File: src/rtl/phy_bringup_pkg.sv
// Shared constants and types for the PHY bring-up sequencer.
// Assumes the standard management register layout: control at 0,
// status at 1, partner ability at 5.
package phy_bringup_pkg;

    localparam int DATA_W = 16;
    localparam int REG_W  = 5;

    localparam logic [REG_W-1:0] REG_CTRL    = 5'd0;
    localparam logic [REG_W-1:0] REG_STATUS  = 5'd1;
    localparam logic [REG_W-1:0] REG_PARTNER = 5'd5;

    localparam logic [DATA_W-1:0] MASK_LOOPBACK = 16'h4000;
    localparam logic [DATA_W-1:0] MASK_ANEG_EN  = 16'h1000;
    localparam logic [DATA_W-1:0] MASK_ANEG_OK  = 16'h0020;
    localparam logic [DATA_W-1:0] MASK_LINK_OK  = 16'h0004;

    typedef enum logic [3:0] {
        ST_IDLE,
        ST_RD_CTRL,
        ST_MOD_CTRL,
        ST_WR_CTRL,
        ST_AN_GAP,
        ST_AN_RD,
        ST_LK_GAP,
        ST_LK_RD,
        ST_LK_HOLD,
        ST_RD_PART
    } seq_state_t;

    typedef enum logic [1:0] {
        FAIL_NONE = 2'b00,
        FAIL_ANEG = 2'b01,
        FAIL_LINK = 2'b10
    } fail_code_t;

endpackage

File: src/rtl/phy_bringup_gap_timer.sv
// Down-counter that holds the sequencer in a wait state for GAP_CYCLES
// cycles. Assumes GAP_CYCLES >= 1; load restarts the interval.
module phy_bringup_gap_timer #(
    parameter int GAP_CYCLES = 1000
) (
    input  logic clk,
    input  logic rst_n,
    input  logic load,
    output logic expired
);
    localparam int CNT_W = (GAP_CYCLES > 1) ? $clog2(GAP_CYCLES + 1) : 1;
    localparam logic [CNT_W-1:0] LOAD_VAL = CNT_W'(GAP_CYCLES - 1);

    logic [CNT_W-1:0] cnt_q;

    // Load on gap entry, then count down to zero and hold there.
    always_ff @(posedge clk) begin
        if (!rst_n)
            cnt_q <= '0;
        else if (load)
            cnt_q <= LOAD_VAL;
        else if (cnt_q != '0)
            cnt_q <= cnt_q - 1'b1;
    end

    assign expired = (cnt_q == '0);
endmodule

File: src/rtl/phy_bringup_poll_ctr.sv
// Counts failed status reads within one polling phase. It flags when the
// read in progress is the last one allowed. Assumes MAX_POLLS >= 1.
module phy_bringup_poll_ctr #(
    parameter int MAX_POLLS = 1000
) (
    input  logic clk,
    input  logic rst_n,
    input  logic clear,
    input  logic incr,
    output logic last_poll
);
    localparam int CNT_W = $clog2(MAX_POLLS + 1);
    localparam logic [CNT_W-1:0] LAST_IDX = CNT_W'(MAX_POLLS - 1);

    logic [CNT_W-1:0] cnt_q;

    // Reset the count at phase entry; advance once per failed read.
    always_ff @(posedge clk) begin
        if (!rst_n)
            cnt_q <= '0;
        else if (clear)
            cnt_q <= '0;
        else if (incr)
            cnt_q <= cnt_q + 1'b1;
    end

    assign last_poll = (cnt_q == LAST_IDX);
endmodule

File: src/rtl/phy_bringup_fsm.sv
// Control state machine of the bring-up sequence. It issues one access at
// a time and waits for the master's done strobe before moving on. After
// every completed access it leaves the request low for at least one cycle.
// Assumes cmd_done is a one-cycle strobe that comes only while cmd_req is high.
module phy_bringup_fsm
    import phy_bringup_pkg::*;
(
    input  logic              clk,
    input  logic              rst_n,
    input  logic              start,
    input  logic [4:0]        phy_addr,
    input  logic              cmd_done,
    input  logic [DATA_W-1:0] cmd_rdata,
    input  logic              gap_expired,
    input  logic              last_poll,
    output logic              gap_load,
    output logic              poll_clear,
    output logic              poll_incr,
    output logic              cmd_req,
    output logic              cmd_write,
    output logic [4:0]        cmd_phy,
    output logic [REG_W-1:0]  cmd_reg,
    output logic [DATA_W-1:0] cmd_wdata,
    output logic              link_up,
    output logic              init_done,
    output logic              err,
    output logic [1:0]        err_code,
    output logic [DATA_W-1:0] partner_abil
);
    seq_state_t        st_q, st_nxt;
    logic [4:0]        addr_q;
    logic [DATA_W-1:0] ctrl_q;
    logic              aneg_ok, link_ok;

    assign aneg_ok = |(cmd_rdata & MASK_ANEG_OK);
    assign link_ok = |(cmd_rdata & MASK_LINK_OK);

    // Next-state decision and the strobes for the timer and poll counter.
    always_comb begin
        st_nxt     = st_q;
        gap_load   = 1'b0;
        poll_clear = 1'b0;
        poll_incr  = 1'b0;
        case (st_q)
            ST_IDLE:     if (start) st_nxt = ST_RD_CTRL;
            ST_RD_CTRL:  if (cmd_done) st_nxt = ST_MOD_CTRL;
            ST_MOD_CTRL: st_nxt = ST_WR_CTRL;
            ST_WR_CTRL: if (cmd_done) begin
                st_nxt     = ST_AN_GAP;
                gap_load   = 1'b1;
                poll_clear = 1'b1;
            end
            ST_AN_GAP:   if (gap_expired) st_nxt = ST_AN_RD;
            ST_AN_RD: if (cmd_done) begin
                if (aneg_ok) begin
                    st_nxt     = ST_LK_GAP;
                    gap_load   = 1'b1;
                    poll_clear = 1'b1;
                end else if (last_poll) begin
                    st_nxt = ST_IDLE;
                end else begin
                    st_nxt    = ST_AN_GAP;
                    gap_load  = 1'b1;
                    poll_incr = 1'b1;
                end
            end
            ST_LK_GAP:   if (gap_expired) st_nxt = ST_LK_RD;
            ST_LK_RD: if (cmd_done) begin
                if (link_ok) begin
                    st_nxt = ST_LK_HOLD;
                end else if (last_poll) begin
                    st_nxt = ST_IDLE;
                end else begin
                    st_nxt    = ST_LK_GAP;
                    gap_load  = 1'b1;
                    poll_incr = 1'b1;
                end
            end
            ST_LK_HOLD:  st_nxt = ST_RD_PART;
            ST_RD_PART:  if (cmd_done) st_nxt = ST_IDLE;
            default:     st_nxt = ST_IDLE;
        endcase
    end

    // State register.
    always_ff @(posedge clk) begin
        if (!rst_n) st_q <= ST_IDLE;
        else        st_q <= st_nxt;
    end

    // Sampled address, modified control word and the result flags.
    always_ff @(posedge clk) begin
        if (!rst_n) begin
            addr_q       <= '0;
            ctrl_q       <= '0;
            link_up      <= 1'b0;
            init_done    <= 1'b0;
            err          <= 1'b0;
            err_code     <= FAIL_NONE;
            partner_abil <= '0;
        end else begin
            case (st_q)
                ST_IDLE: if (start) begin
                    addr_q    <= phy_addr;
                    link_up   <= 1'b0;
                    init_done <= 1'b0;
                    err       <= 1'b0;
                    err_code  <= FAIL_NONE;
                end
                ST_RD_CTRL: if (cmd_done)
                    ctrl_q <= (cmd_rdata & ~MASK_LOOPBACK) | MASK_ANEG_EN;
                ST_AN_RD: if (cmd_done && !aneg_ok && last_poll) begin
                    err      <= 1'b1;
                    err_code <= FAIL_ANEG;
                end
                ST_LK_RD: if (cmd_done) begin
                    if (link_ok) begin
                        link_up <= 1'b1;
                    end else if (last_poll) begin
                        err      <= 1'b1;
                        err_code <= FAIL_LINK;
                    end
                end
                ST_RD_PART: if (cmd_done) begin
                    partner_abil <= cmd_rdata;
                    init_done    <= 1'b1;
                end
                default: ;
            endcase
        end
    end

    // Request fields decoded from the current state.
    always_comb begin
        cmd_req   = 1'b0;
        cmd_write = 1'b0;
        cmd_reg   = REG_CTRL;
        cmd_wdata = '0;
        case (st_q)
            ST_RD_CTRL: cmd_req = 1'b1;
            ST_WR_CTRL: begin
                cmd_req   = 1'b1;
                cmd_write = 1'b1;
                cmd_wdata = ctrl_q;
            end
            ST_AN_RD, ST_LK_RD: begin
                cmd_req = 1'b1;
                cmd_reg = REG_STATUS;
            end
            ST_RD_PART: begin
                cmd_req = 1'b1;
                cmd_reg = REG_PARTNER;
            end
            default: ;
        endcase
    end

    assign cmd_phy = addr_q;
endmodule

File: src/rtl/phy_bringup_seq.sv
// Top of the PHY bring-up sequencer. It wires the control FSM to the poll
// gap timer and the per-phase poll counter, and drives the fixed clock
// divisor to the management master. Assumes the master handles framing.
module phy_bringup_seq #(
    parameter int POLL_GAP  = 1000,
    parameter int MAX_POLLS = 1000,
    parameter int MDC_DIV   = 224,
    parameter int DIV_W     = 8
) (
    input  logic             clk,
    input  logic             rst_n,
    input  logic             start,
    input  logic [4:0]       phy_addr,
    output logic             cmd_req,
    output logic             cmd_write,
    output logic [4:0]       cmd_phy,
    output logic [4:0]       cmd_reg,
    output logic [15:0]      cmd_wdata,
    input  logic             cmd_done,
    input  logic [15:0]      cmd_rdata,
    output logic [DIV_W-1:0] mdc_div,
    output logic             link_up,
    output logic             init_done,
    output logic             err,
    output logic [1:0]       err_code,
    output logic [15:0]      partner_abil
);
    logic gap_load, gap_expired, poll_clear, poll_incr, last_poll;

    phy_bringup_fsm u_fsm (
        .clk          (clk),
        .rst_n        (rst_n),
        .start        (start),
        .phy_addr     (phy_addr),
        .cmd_done     (cmd_done),
        .cmd_rdata    (cmd_rdata),
        .gap_expired  (gap_expired),
        .last_poll    (last_poll),
        .gap_load     (gap_load),
        .poll_clear   (poll_clear),
        .poll_incr    (poll_incr),
        .cmd_req      (cmd_req),
        .cmd_write    (cmd_write),
        .cmd_phy      (cmd_phy),
        .cmd_reg      (cmd_reg),
        .cmd_wdata    (cmd_wdata),
        .link_up      (link_up),
        .init_done    (init_done),
        .err          (err),
        .err_code     (err_code),
        .partner_abil (partner_abil)
    );

    phy_bringup_gap_timer #(.GAP_CYCLES(POLL_GAP)) u_gap (
        .clk     (clk),
        .rst_n   (rst_n),
        .load    (gap_load),
        .expired (gap_expired)
    );

    phy_bringup_poll_ctr #(.MAX_POLLS(MAX_POLLS)) u_polls (
        .clk       (clk),
        .rst_n     (rst_n),
        .clear     (poll_clear),
        .incr      (poll_incr),
        .last_poll (last_poll)
    );

    assign mdc_div = DIV_W'(MDC_DIV);
endmodule

File: config.mk
export PLATFORM = sky130hd
export DESIGN_NAME = phy_bringup_seq
export DESIGN_NICKNAME = d
export VERILOG_FILES = /design/src/rtl/phy_bringup_pkg.sv /design/src/rtl/phy_bringup_gap_timer.sv /design/src/rtl/phy_bringup_poll_ctr.sv /design/src/rtl/phy_bringup_fsm.sv /design/src/rtl/phy_bringup_seq.sv
export SDC_FILE = /design/constraint.sdc
export NUM_CORES = 1
export LEC_CHECK = 0
export BUFFER_PORTS_ARGS = -buffer_cell sky130_fd_sc_hd__buf_4
export CELL_PAD_IN_SITES_DETAIL_PLACEMENT = 0
export CELL_PAD_IN_SITES_GLOBAL_PLACEMENT = 1
export CORE_UTILIZATION = 35
export DETAILED_ROUTE_END_ITERATION = 8
export MAX_ROUTING_LAYER = met4
export PLACE_DENSITY = 0.78
export SYNTH_ARGS = -nofsm -noshare
export SYNTH_HDL_FRONTEND = slang
export SYNTH_SLANG_ARGS = --single-unit
export TNS_END_PERCENT = 30
File: constraint.sdc
create_clock -name clk -period 1.5 [get_ports clk]
set_input_delay 0.15 -clock clk [delete_from_list [all_inputs] [get_ports clk]]
set_output_delay 0.15 -clock clk [all_outputs]
set_load 0.01 [all_outputs]
==> results of run 1 <==
cells in the final DEF, fill, tap and decap left out, types with 3 or more instances in the layout:
cell type / count
a21boi_0: 26
a21boi_1: 13
a21oi_1: 7
and2_1: 15
and2_4: 3
buf_12: 3
buf_4: 123
buf_6: 12
clkbuf_8: 10
conb_1: 12
dfxtp_1: 61
ha_1: 3
inv_1: 5
mux2i_1: 9
nand2_1: 78
nand2b_1: 4
nand3_1: 4
nand3b_1: 3
nand4_1: 3
nor2_1: 19
nor2b_1: 12
nor3_1: 7
o21ai_0: 3
xnor2_1: 10
xor2_1: 3
state kept, by name, summed over array words and instances (netlist names):
register	cells
u_fsm.init_done	1
u_fsm.partner_abil	16
u_fsm.err	1
u_polls.cnt_q	10
u_gap.cnt_q	10
u_fsm.cmd_phy	5
u_fsm.err_code	2
u_fsm.ctrl_q	15
u_fsm.st_q	4
u_fsm.link_up	1
layout make-up:
cell class	count	area [µm²]	share of cell area
inverters	5	18.77	0.004027
flip-flops and latches	65	1311	0.2813
multi-input cells	286	1849	0.3968
clock inverters	6	90.09	0.01933
well taps	108	135.1	0.02899
repair buffers	138	1119	0.2400
clock buffers	10	137.6	0.02953
power breakdown:
part           switching (mW)  internal [mW]  total [mW]
Sequential              0.131           1.90        2.03
Combinational           0.813          0.998        1.81
Clock                   0.701          0.987        1.69
Total                    1.65           3.88        5.53
final timing paths:
| path | endpoint |
|---|---|
| max | cmd_reg[0] |
| min | u_fsm.partner_abil[9] |
| max reg2reg | u_polls.cnt_q[5] |
| min reg2reg | u_fsm.partner_abil[9] |
worst min-delay path, stage by stage:
cell	delay [ns]
buf_4	0.11
nand2_1	0.05
a21boi_1	0.05
cells by family (layout without fill, tap and decap cells):
| family | count (synthesis) | count (layout) | synth area share |
|---|---|---|---|
| multiplexers | 9 | 9 | 0.02863 |
| adder cells (fa/ha/maj) | 3 | 3 | 0.01193 |
| AND/OR/NAND/NOR | 181 | 181 | 0.2934 |
| buffers and inverters | 35 | 159 | 0.05766 |
| flip-flops | 65 | 65 | 0.4135 |
| other | 2 | 12 | 0.002387 |
| XOR/XNOR | 13 | 13 | 0.03618 |
| AO/OA/AOI/OAI | 68 | 68 | 0.1563 |
repair_timing:
action	CTS	global route
setup buffers	5	4
resized for setup	32	24
pin swaps	10	6
setup endpoints to repair	53	83
metrics by stage:
step | setup TNS [ns] | cells | hold slack [ns] | power (mW)
2_1_floorplan | -0.5158 | 386 | 0.2848 | 3.021
3_3_place_gp | -2.108 | 593 | 0.4007 | 3.679
4_1_cts | -4.970 | 614 | 0.04018 | 5.525
5_1_grt | -9.629 | 618 | 0.05547 | 5.888
6_report | -4.936 | 618 | 0.06125 | 5.528
3_5_place_dp | -2.198 | 593 | 0.4094 | 3.703
layer usage:
layer | global-route usage | vias up
met5 | - | -
met4 | 0.07692 | 0
met3 | 0.03179 | 6
met2 | 0.2887 | 51
met1 | 0.2273 | 1344
li1 | - | 1494
==> impl_metrics.json, run 1 <==
{
  "grt_antenna_before_repair": 0,
  "htreeDepth": 3,
  "drt-met1-wl_um": 3743,
  "yosysTopAreaCell": "dfxtp_1",
  "ctsRootBufferMaster": "clkbuf_8",
  "synth_cells": 376,
  "numCtsBuffers": 9,
  "layout_setup_ws_ns": -0.1689,
  "highest_layer": "met4",
  "rows": 34,
  "ir_worst_vdd_v": 0.0005893,
  "routedWlPerCell_um": 12.81,
  "drtIter0Drc": 74,
  "ant_nets": 0,
  "ys_ff_latch": 65,
  "fillers": 831,
  "insertion_delay_ns": 0.34,
  "crit_start": "u_fsm.st_q[2]",
  "crit_path_max_incr_delay_ns": 0.34,
  "cts_buffer_depth": 2,
  "diodes": 0,
  "failed_checks": "setup timing",
  "min_path_type": "in2reg",
  "fin_skew_ns": 0.01423,
  "ys_types": 50,
  "hold_viol_final": 0,
  "reg2reg_depth": 5,
  "r2r_start": "u_fsm.st_q[2]",
  "yosys_warnings": 0,
  "worstPathMaxFanout": 5,
  "clkSlewWorstSetupHoldPaths_ns": 0.08,
  "post-route-util": 0.5344,
  "crit_chain": "buf_6 > or2_4 > nand2_4 > and2_4 > nor2b_4 > buf_6",
  "rsz0062_at_grt": "yes",
  "power.density_mw_per_mm2": 1186,
  "placed_cell_area_mm2": 0.004174,
  "core_mm2": 0.008721,
  "critical_path_class": "reg2out",
  "cts_tree": "yes",
  "synth_top_area_frac": 0.4135,
  "dr_wl_met3_um": 248,
  "synth_common_cells": "79 x nand2_1, 65 x dfxtp_1, 33 x a21boi_0",
  "cp_slowest_cell": "dfxtp_2",
  "r2r_slack_ns": -0.16,
  "dp_slack_ns": -0.1257,
  "dr_wl_met2_um": 3850,
  "leakage_nw": 2.028,
  "crit_buf_inv": 2,
  "crit_family": "simple AND/OR/NAND/NOR gates",
  "fmax_mhz": 599.2,
  "grt_pass1_wl_um": 13460,
  "die_w_um": 96.82,
  "first_global_vias": 2925,
  "clock-sinks": 65,
  "synth_area_leaders": "dfxtp_1 41%, nand2_1 9.4%, a21boi_0 7.9%",
  "final_nets": 533,
  "io_pins": 82,
  "period_share": 1.113,
  "drc_errors": 0,
  "period_minus_slack_ns": 1.669,
  "grt-ovfl-total": 0,
  "postLayoutCellArea_mm2": 0.004661,
  "netlist_area_mm2": 0.003147,
  "die_area_mm2": 0.009374,
  "vias": 2895,
  "synthArstFlopShare": 0,
  "portBuffers": 69,
  "slew_violations": 0,
  "grt_max_degree": 45,
  "hold_depth": 3,
  "synth.most_common_cell": "nand2_1",
  "initial_utilization": 0.3608,
  "dr.pass1.iters": 4,
  "cp.required_ns": 1.35,
  "viasPerCell": 4.684,
  "syn_to_final_growth_pct": 48.11,
  "grt_usage": 0.1818,
  "setup_viol": 55,
  "cp.arrival_ns": 1.52,
  "ys.flop_type": "dfxtp_1",
  "cp.depth": 6,
  "synth_edf_count": 0,
  "postCtsHoldBufs": 0,
  "drv_cap": 0,
  "hpwl_um": 5630,
  "avgSynthCellArea_um2": 8.369,
  "end_kind": "primary output",
  "hp-start": "cmd_rdata[9]",
  "cp-start-kind": "register",
  "yosysSeqAreaShare": 0.4135,
  "wl_um": 7916,
  "dieHeight_um": 96.82,
  "drive_above_1_share": 0.3745,
  "gp_congestion": 0.8363,
  "path_common_cell": "buf_6",
  "outcome": "complete, but fails checks"
}
Power figures use the tool's default switching activity.
==> run 2: changes to the inputs <==
- SYNTH_HIERARCHICAL: default -> 1
==> run 2 against run 1 <==
- utilization rose by 0.71 points
- synthesized cell count rose by 3.7%
- the run still ends with setup timing left
- sequential share of layout area fell by 0.40 points
- power rose by 12%
- sequential cell count did not move
- worst setup slack got worse by 0.28 ns
- routed wire length rose by 12%
- via count rose by 8.0%
- die area rose by 1.4%
- largest cell class unchanged
- register-to-register slack got worse by 0.29 ns
- first-iteration DRC count rose by 35%
==> impl_metrics.json, run 2 <==
{
  "yosysSeqAreaShare": 0.4075,
  "fillers": 797,
  "die_w_um": 97.52,
  "crit_buf_inv": 1,
  "combPwrFrac": 0.413,
  "yosysTopAreaCell": "dfxtp_1",
  "drt-met1-wl_um": 4030,
  "cts_buffer_depth": 2,
  "diodes": 0,
  "core_mm2": 0.008763,
  "cp.required_ns": 1.78,
  "portBuffers": 69,
  "crit_path_max_incr_delay_ns": 0.48,
  "crit_chain": "inv_2 > ha_4 > or4b_4 > nor3_4 > nor2_2 > a2bb2o_4 > or3_1 > a21oi_1",
  "crit_start": "u_gap/cnt_q[1]",
  "cp-start-kind": "register",
  "io_pins": 82,
  "ant_nets": 0,
  "initial_utilization": 0.3644,
  "cts_tree": "yes",
  "reg2reg_depth": 8,
  "failed_checks": "setup timing",
  "grt_usage": 0.1892,
  "clock-sinks": 65,
  "slew_violations": 0,
  "gp_congestion": 0.8743,
  "dr.pass1.iters": 4,
  "synth_top_area_frac": 0.4075,
  "syn_to_final_growth_pct": 48.63,
  "dr_wl_met3_um": 428,
  "synth_edf_count": 0,
  "viasPerCell": 4.989,
  "cp_slowest_cell": "or4b_4",
  "top_register": "u_fsm/partner_abil",
  "final_cell_mix": "119 x buf_4, 78 x nand2_1, 57 x dfxtp_1, 42 x a21oi_1, 21 x nor2_1",
  "fin_skew_ns": 0.01037,
  "grt_pass1_wl_um": 13960,
  "layout_commonest_cell": "buf_4",
  "worstPathMaxFanout": 6,
  "reg2reg_to": "u_fsm/st_q[3]",
  "synth_cells": 390,
  "dieHeight_um": 97.52,
  "p_sw_frac": 0.3478,
  "clkSlewWorstSetupHoldPaths_ns": 0.08,
  "power.density_mw_per_mm2": 1300,
  "drive_above_1_share": 0.3988,
  "setup_viol": 46,
  "ys_ff_latch": 65,
  "r2r_slack_ns": -0.45,
  "min_path_type": "in2reg",
  "htreeDepth": 3,
  "hold_depth": 3,
  "layout_setup_ws_ns": -0.4454,
  "avgSynthCellArea_um2": 8.187,
  "numCtsBuffers": 9,
  "netlist_area_mm2": 0.003193,
  "first_global_vias": 2924,
  "wl_um": 8884,
  "ir_worst_vdd_v": 0.0004959,
  "largest_reg_flops": 16,
  "rsz0062_at_grt": "yes",
  "rows": 34,
  "cp.arrival_ns": 2.22,
  "period_minus_slack_ns": 1.945,
  "highest_layer": "met4",
  "drtIter0Drc": 100,
  "yosys_warnings": 6,
  "die_area_mm2": 0.009509,
  "period_share": 1.297,
  "crit_family": "simple AND/OR/NAND/NOR gates",
  "endpoint": "u_fsm/st_q[3]",
  "grt_antenna_before_repair": 0,
  "grt_max_degree": 33,
  "drv_cap": 0,
  "final_nets": 542,
  "p_seq_frac": 0.338,
  "synthArstFlopShare": 0,
  "hold_viol_final": 0,
  "setup_tns_ns": -10.53,
  "synth_common_cells": "78 x nand2_1, 65 x dfxtp_1, 43 x a21oi_1",
  "end_kind": "register",
  "routedWlPerCell_um": 14.17,
  "synth_area_leaders": "dfxtp_1 41%, nand2_1 9.2%, a21oi_1 6.7%",
  "fmax_mhz": 514.0,
  "hpwl_um": 6007,
  "insertion_delay_ns": 0.36,
  "total_power_mw": 6.169,
  "ys_types": 59,
  "grt-ovfl-total": 0,
  "ys.flop_type": "dfxtp_1",
  "r2r_start": "u_gap/cnt_q[1]",
  "outcome": "complete, but fails checks",
  "power.switching_mw": 2.145,
  "vias": 3128,
  "ctsRootBufferMaster": "clkbuf_8",
  "p_int_mw": 4.023,
  "postCtsHoldBufs": 0,
  "drc_errors": 0,
  "dr_wl_met2_um": 4287,
  "critical_path_class": "reg2reg",
  "clkPwrFrac": 0.249,
  "top_regs": "u_fsm/partner_abil x16, u_fsm/ctrl_q x15",
  "synth.most_common_cell": "nand2_1",
  "leakage_nw": 2.007,
  "cp.depth": 8
}
run 2: layer usage:
layer | vias up | global-route usage
met5 | - | -
met4 | 0 | 0.07919
met3 | 10 | 0.04388
met2 | 71 | 0.2889
met1 | 1474 | 0.2399
li1 | 1573 | -
run 2: worst reg2reg max path, delay by kind of cell (launching register included):
kind	cells	cell delay, ns
and+or+nand+nor	4	1.02
buffers and inverters	1	0.07
DFF	1	0.33
adders and majority gates	1	0.13
AOI/OAI and AO/OA	2	0.34
run 2: worst min-delay path by stage:
stage | startpoint | end
after floorplan | rst_n | u_fsm/link_up
after global placement | phy_addr[1] | u_fsm/cmd_phy[1]
after detailed placement | phy_addr[1] | u_fsm/cmd_phy[1]
after CTS | phy_addr[1] | u_fsm/cmd_phy[1]
after global routing | phy_addr[1] | u_fsm/cmd_phy[1]
final | phy_addr[1] | u_fsm/cmd_phy[1]
run 2: power by group through the flow:
stage | Sequential (mW) | Combinational (mW) | Clock, mW
after floorplan | 2.15 | 1.46 | 0
after global placement | 2.11 | 2.24 | 0
after detailed placement | 2.11 | 2.27 | 0
after CTS | 2.08 | 2.49 | 1.58
after global routing | 2.12 | 2.78 | 1.67
final | 2.09 | 2.55 | 1.53
run 2: area by class of cell:
type | count | area [µm²] | area share
repair buffers | 139 | 1157 | 0.2439
clock inverters | 7 | 77.57 | 0.01635
inverters | 5 | 18.77 | 0.003955
well taps | 108 | 135.1 | 0.02847
flip-flops and latches | 65 | 1316 | 0.2774
multi-input cells | 294 | 1917 | 0.4039
clock buffers | 9 | 123.9 | 0.02610
run 2: cells by family (layout without fill, tap and decap cells):
kind of cell / after synthesis / in the layout / share of synthesized area
flip-flops: 65 / 65 / 0.4075
buffers and inverters: 41 / 160 / 0.07093
AND/OR/NAND/NOR: 178 / 179 / 0.2876
AO/OA/AOI/OAI: 84 / 84 / 0.1708
other: 3 / 12 / 0.003526
multiplexers: 10 / 10 / 0.03135
adder cells (fa/ha/maj): 3 / 3 / 0.01176
XOR/XNOR: 6 / 6 / 0.01646
run 2: per-stage QoR:
step / utilization / std cells / area, µm² / hold WS [ns] / setup WS [ns]
2_1_floorplan: - / 399 / 3283 / 0.2638 / -0.6283
3_3_place_gp: 0.4759 / 594 / 4170 / 0.3858 / -0.3989
3_5_place_dp: 0.4759 / 594 / 4170 / 0.3900 / -0.4433
4_1_cts: 0.5260 / 624 / 4609 / 0.01033 / -0.4262
5_1_grt: 0.5415 / 627 / 4746 / 0.01984 / -0.5617
6_report: 0.5415 / 627 / 4746 / 0.01954 / -0.4454
run 2: timing repair:
action | in CTS | in global routing
gates cloned | 2 | 0
resized for setup | 39 | 21
endpoints found under the setup margin | 46 | 49
endpoints found under the hold margin | 0 | 0
pin swaps | 18 | 14
setup buffers | 12 | 6
==> run 3: changes to the inputs <==
- ABC_CLOCK_PERIOD_IN_PS: default -> 1500
- BUFFER_PORTS_ARGS: -buffer_cell sky130_fd_sc_hd__buf_4 -> default
- DONT_BUFFER_PORTS: default -> 1
- PLACE_DENSITY: 0.78 -> 0.67
- TNS_END_PERCENT: 30 -> 5
==> run 3 against run 2 <==
- the flow still finishes with violations (setup timing)
- via count decreased by 8.0%
- clock power grew 14%
- non-clock buffer count is 53 lower
- routed wire length shrank 7.9%
- global-route usage shrank 0.88 points
- cell count down 8.6%
- hold slack better by 0.0044 ns
- worst setup slack got worse by 0.028 ns
- first-iteration DRC count fell by 6.0%
- sequential share of layout area up 2.2 points
- largest cell class unchanged
==> impl_metrics.json, run 3 (same netlist as run 2, synthesis figures left out) <==
{
  "grt-ovfl-total": 0,
  "core_mm2": 0.008763,
  "p_int_mw": 4.272,
  "period_minus_slack_ns": 1.974,
  "ir_worst_vdd_v": 0.0005156,
  "final_cell_mix": "78 x nand2_1, 59 x dfxtp_1, 53 x buf_4, 39 x a21oi_1, 22 x dlygate4sd3_1",
  "cp.arrival_ns": 2.24,
  "r2r_slack_ns": -0.47,
  "period_share": 1.316,
  "cts_tree": "yes",
  "cp_slowest_cell": "or4b_4",
  "fin_skew_ns": 0.01148,
  "postLayoutCellArea_mm2": 0.004382,
  "worst_slew_pin_slew_ns": 0.6502,
  "hold_viol_final": 0,
  "grt_antenna_before_repair": 0,
  "portBuffers": 0,
  "layout_commonest_cell": "nand2_1",
  "die_area_mm2": 0.009509,
  "ctsRootBufferMaster": "clkbuf_8",
  "numCtsBuffers": 9,
  "rows": 34,
  "rsz0062_at_grt": "yes",
  "fmax_mhz": 506.7,
  "failed_checks": "setup timing",
  "clock-sinks": 65,
  "stdcell_count": 573,
  "io_pins": 82,
  "setup_tns_ns": -9.613,
  "p_sw_frac": 0.3285,
  "ant_nets": 0,
  "dr.pass1.iters": 4,
  "drtIter0Drc": 94,
  "multi_input_area_mm2": 0.001888,
  "grt_pass1_wl_um": 13330,
  "htreeDepth": 3,
  "clkPwrFrac": 0.275,
  "crit_family": "simple AND/OR/NAND/NOR gates",
  "slew_violations": 0,
  "clkSlewWorstSetupHoldPaths_ns": 0.07,
  "critical_path_class": "reg2reg",
  "dp_slack_ns": -0.4821,
  "crit_path_max_incr_delay_ns": 0.48,
  "crit_chain": "inv_2 > ha_4 > or4b_4 > nor3_4 > nor2_2 > a2bb2o_4 > or3_1 > a21oi_1",
  "worstPathMaxFanout": 6,
  "insertion_delay_ns": 0.34,
  "end_kind": "register",
  "diodes": 0,
  "grt_max_degree": 42,
  "top_regs": "u_fsm/partner_abil x16, u_fsm/ctrl_q x15",
  "outcome": "complete, but fails checks",
  "die_w_um": 97.52,
  "drv_cap": 0,
  "fillers": 858,
  "initial_utilization": 0.3644,
  "syn_to_final_growth_pct": 37.23,
  "drc_errors": 0,
  "cp-start-kind": "register",
  "first_global_vias": 2740,
  "layout_setup_ws_ns": -0.4735,
  "min_path_type": "in2reg",
  "top_register": "u_fsm/partner_abil",
  "drive_above_1_share": 0.2968,
  "routedWlPerCell_um": 14.28,
  "relSlewSlack": 0.5651,
  "setup_viol": 45,
  "combPwrFrac": 0.393,
  "power.density_mw_per_mm2": 1452,
  "wl_um": 8180,
  "largest_reg_flops": 16,
  "leakage_nw": 1.710,
  "cts_buffer_depth": 2,
  "viasPerCell": 5.023,
  "crit_buf_inv": 1,
  "power.switching_mw": 2.090,
  "p_seq_frac": 0.332,
  "worst_hold_slack_ns": 0.02395,
  "dieHeight_um": 97.52,
  "seq_area_mm2": 0.001314,
  "final_nets": 488,
  "gp_congestion": 0.8122,
  "hpwl_um": 5518,
  "grt_usage": 0.1804,
  "dp.cells": 533,
  "vias": 2878,
  "cp.required_ns": 1.77,
  "placed_cell_area_mm2": 0.003711
}
## run 3: final cells by class
cell class | count | share of cell area
Multi-Input combinational cell | 293 | 0.4309
Timing Repair Buffer | 86 | 0.1802
Clock inverter | 5 | 0.01913
Sequential cell | 65 | 0.2998
Tap cell | 108 | 0.03084
Inverter | 5 | 0.004283
Clock buffer | 11 | 0.03484
## run 3: per-layer routing
metal  part of all wire  routed length, µm  track usage  vias up
li1                   -                  -            -     1460
met1               0.45               3705       0.2167     1343
met2               0.48               3958       0.2910       65
met3              0.049                404      0.04532       10
met4              0.014                112      0.06787        0
met5                  0                  0            -        -
## run 3: what timing repair did
action,CTS,global route
setup endpoints to repair,69,75
gates resized for setup,36,20
setup buffers,2,0
pin swaps,33,8
endpoints found under the hold margin,49,0
cloned,0,0
hold buffers,22,0
## run 3: power groups by stage
stage,clock network (mW),registers [mW],logic [mW]
after floorplan,0,2.15,1.45
after global placement,0,2.13,2.17
after detailed placement,0,2.13,2.20
after CTS,1.81,2.11,2.39
after global routing,1.88,2.14,2.74
final,1.75,2.11,2.50
## run 3: worst paths after layout
path              cells after the start                to              from
hold / removal                        3     u_fsm/st_q[3]      cmd_rdata[2]
hold reg to reg                       2  u_fsm/ctrl_q[15]  u_fsm/ctrl_q[15]
setup / recovery                      8     u_fsm/st_q[3]    u_gap/cnt_q[1]
setup reg to reg                      8     u_fsm/st_q[3]    u_gap/cnt_q[1]
## run 3: worst register-to-register path: stages (launching register included)
cell      delay, ns
dfxtp_2        0.33
inv_2          0.07
ha_4           0.13
or4b_4         0.48
nor3_4         0.20
nor2_2         0.06
a2bb2o_4       0.22
or3_1          0.30
a21oi_1        0.11
## run 3: metrics by stage
| stage | utilization | total power [mW] |
|---|---|---|
| 2_1_floorplan | - | 3.605 |
| 3_3_place_gp | 0.4235 | 4.297 |
| 3_5_place_dp | 0.4235 | 4.329 |
| 4_1_cts | 0.4909 | 6.303 |
| 5_1_grt | 0.5000 | 6.765 |
| 6_report | 0.5000 | 6.362 |
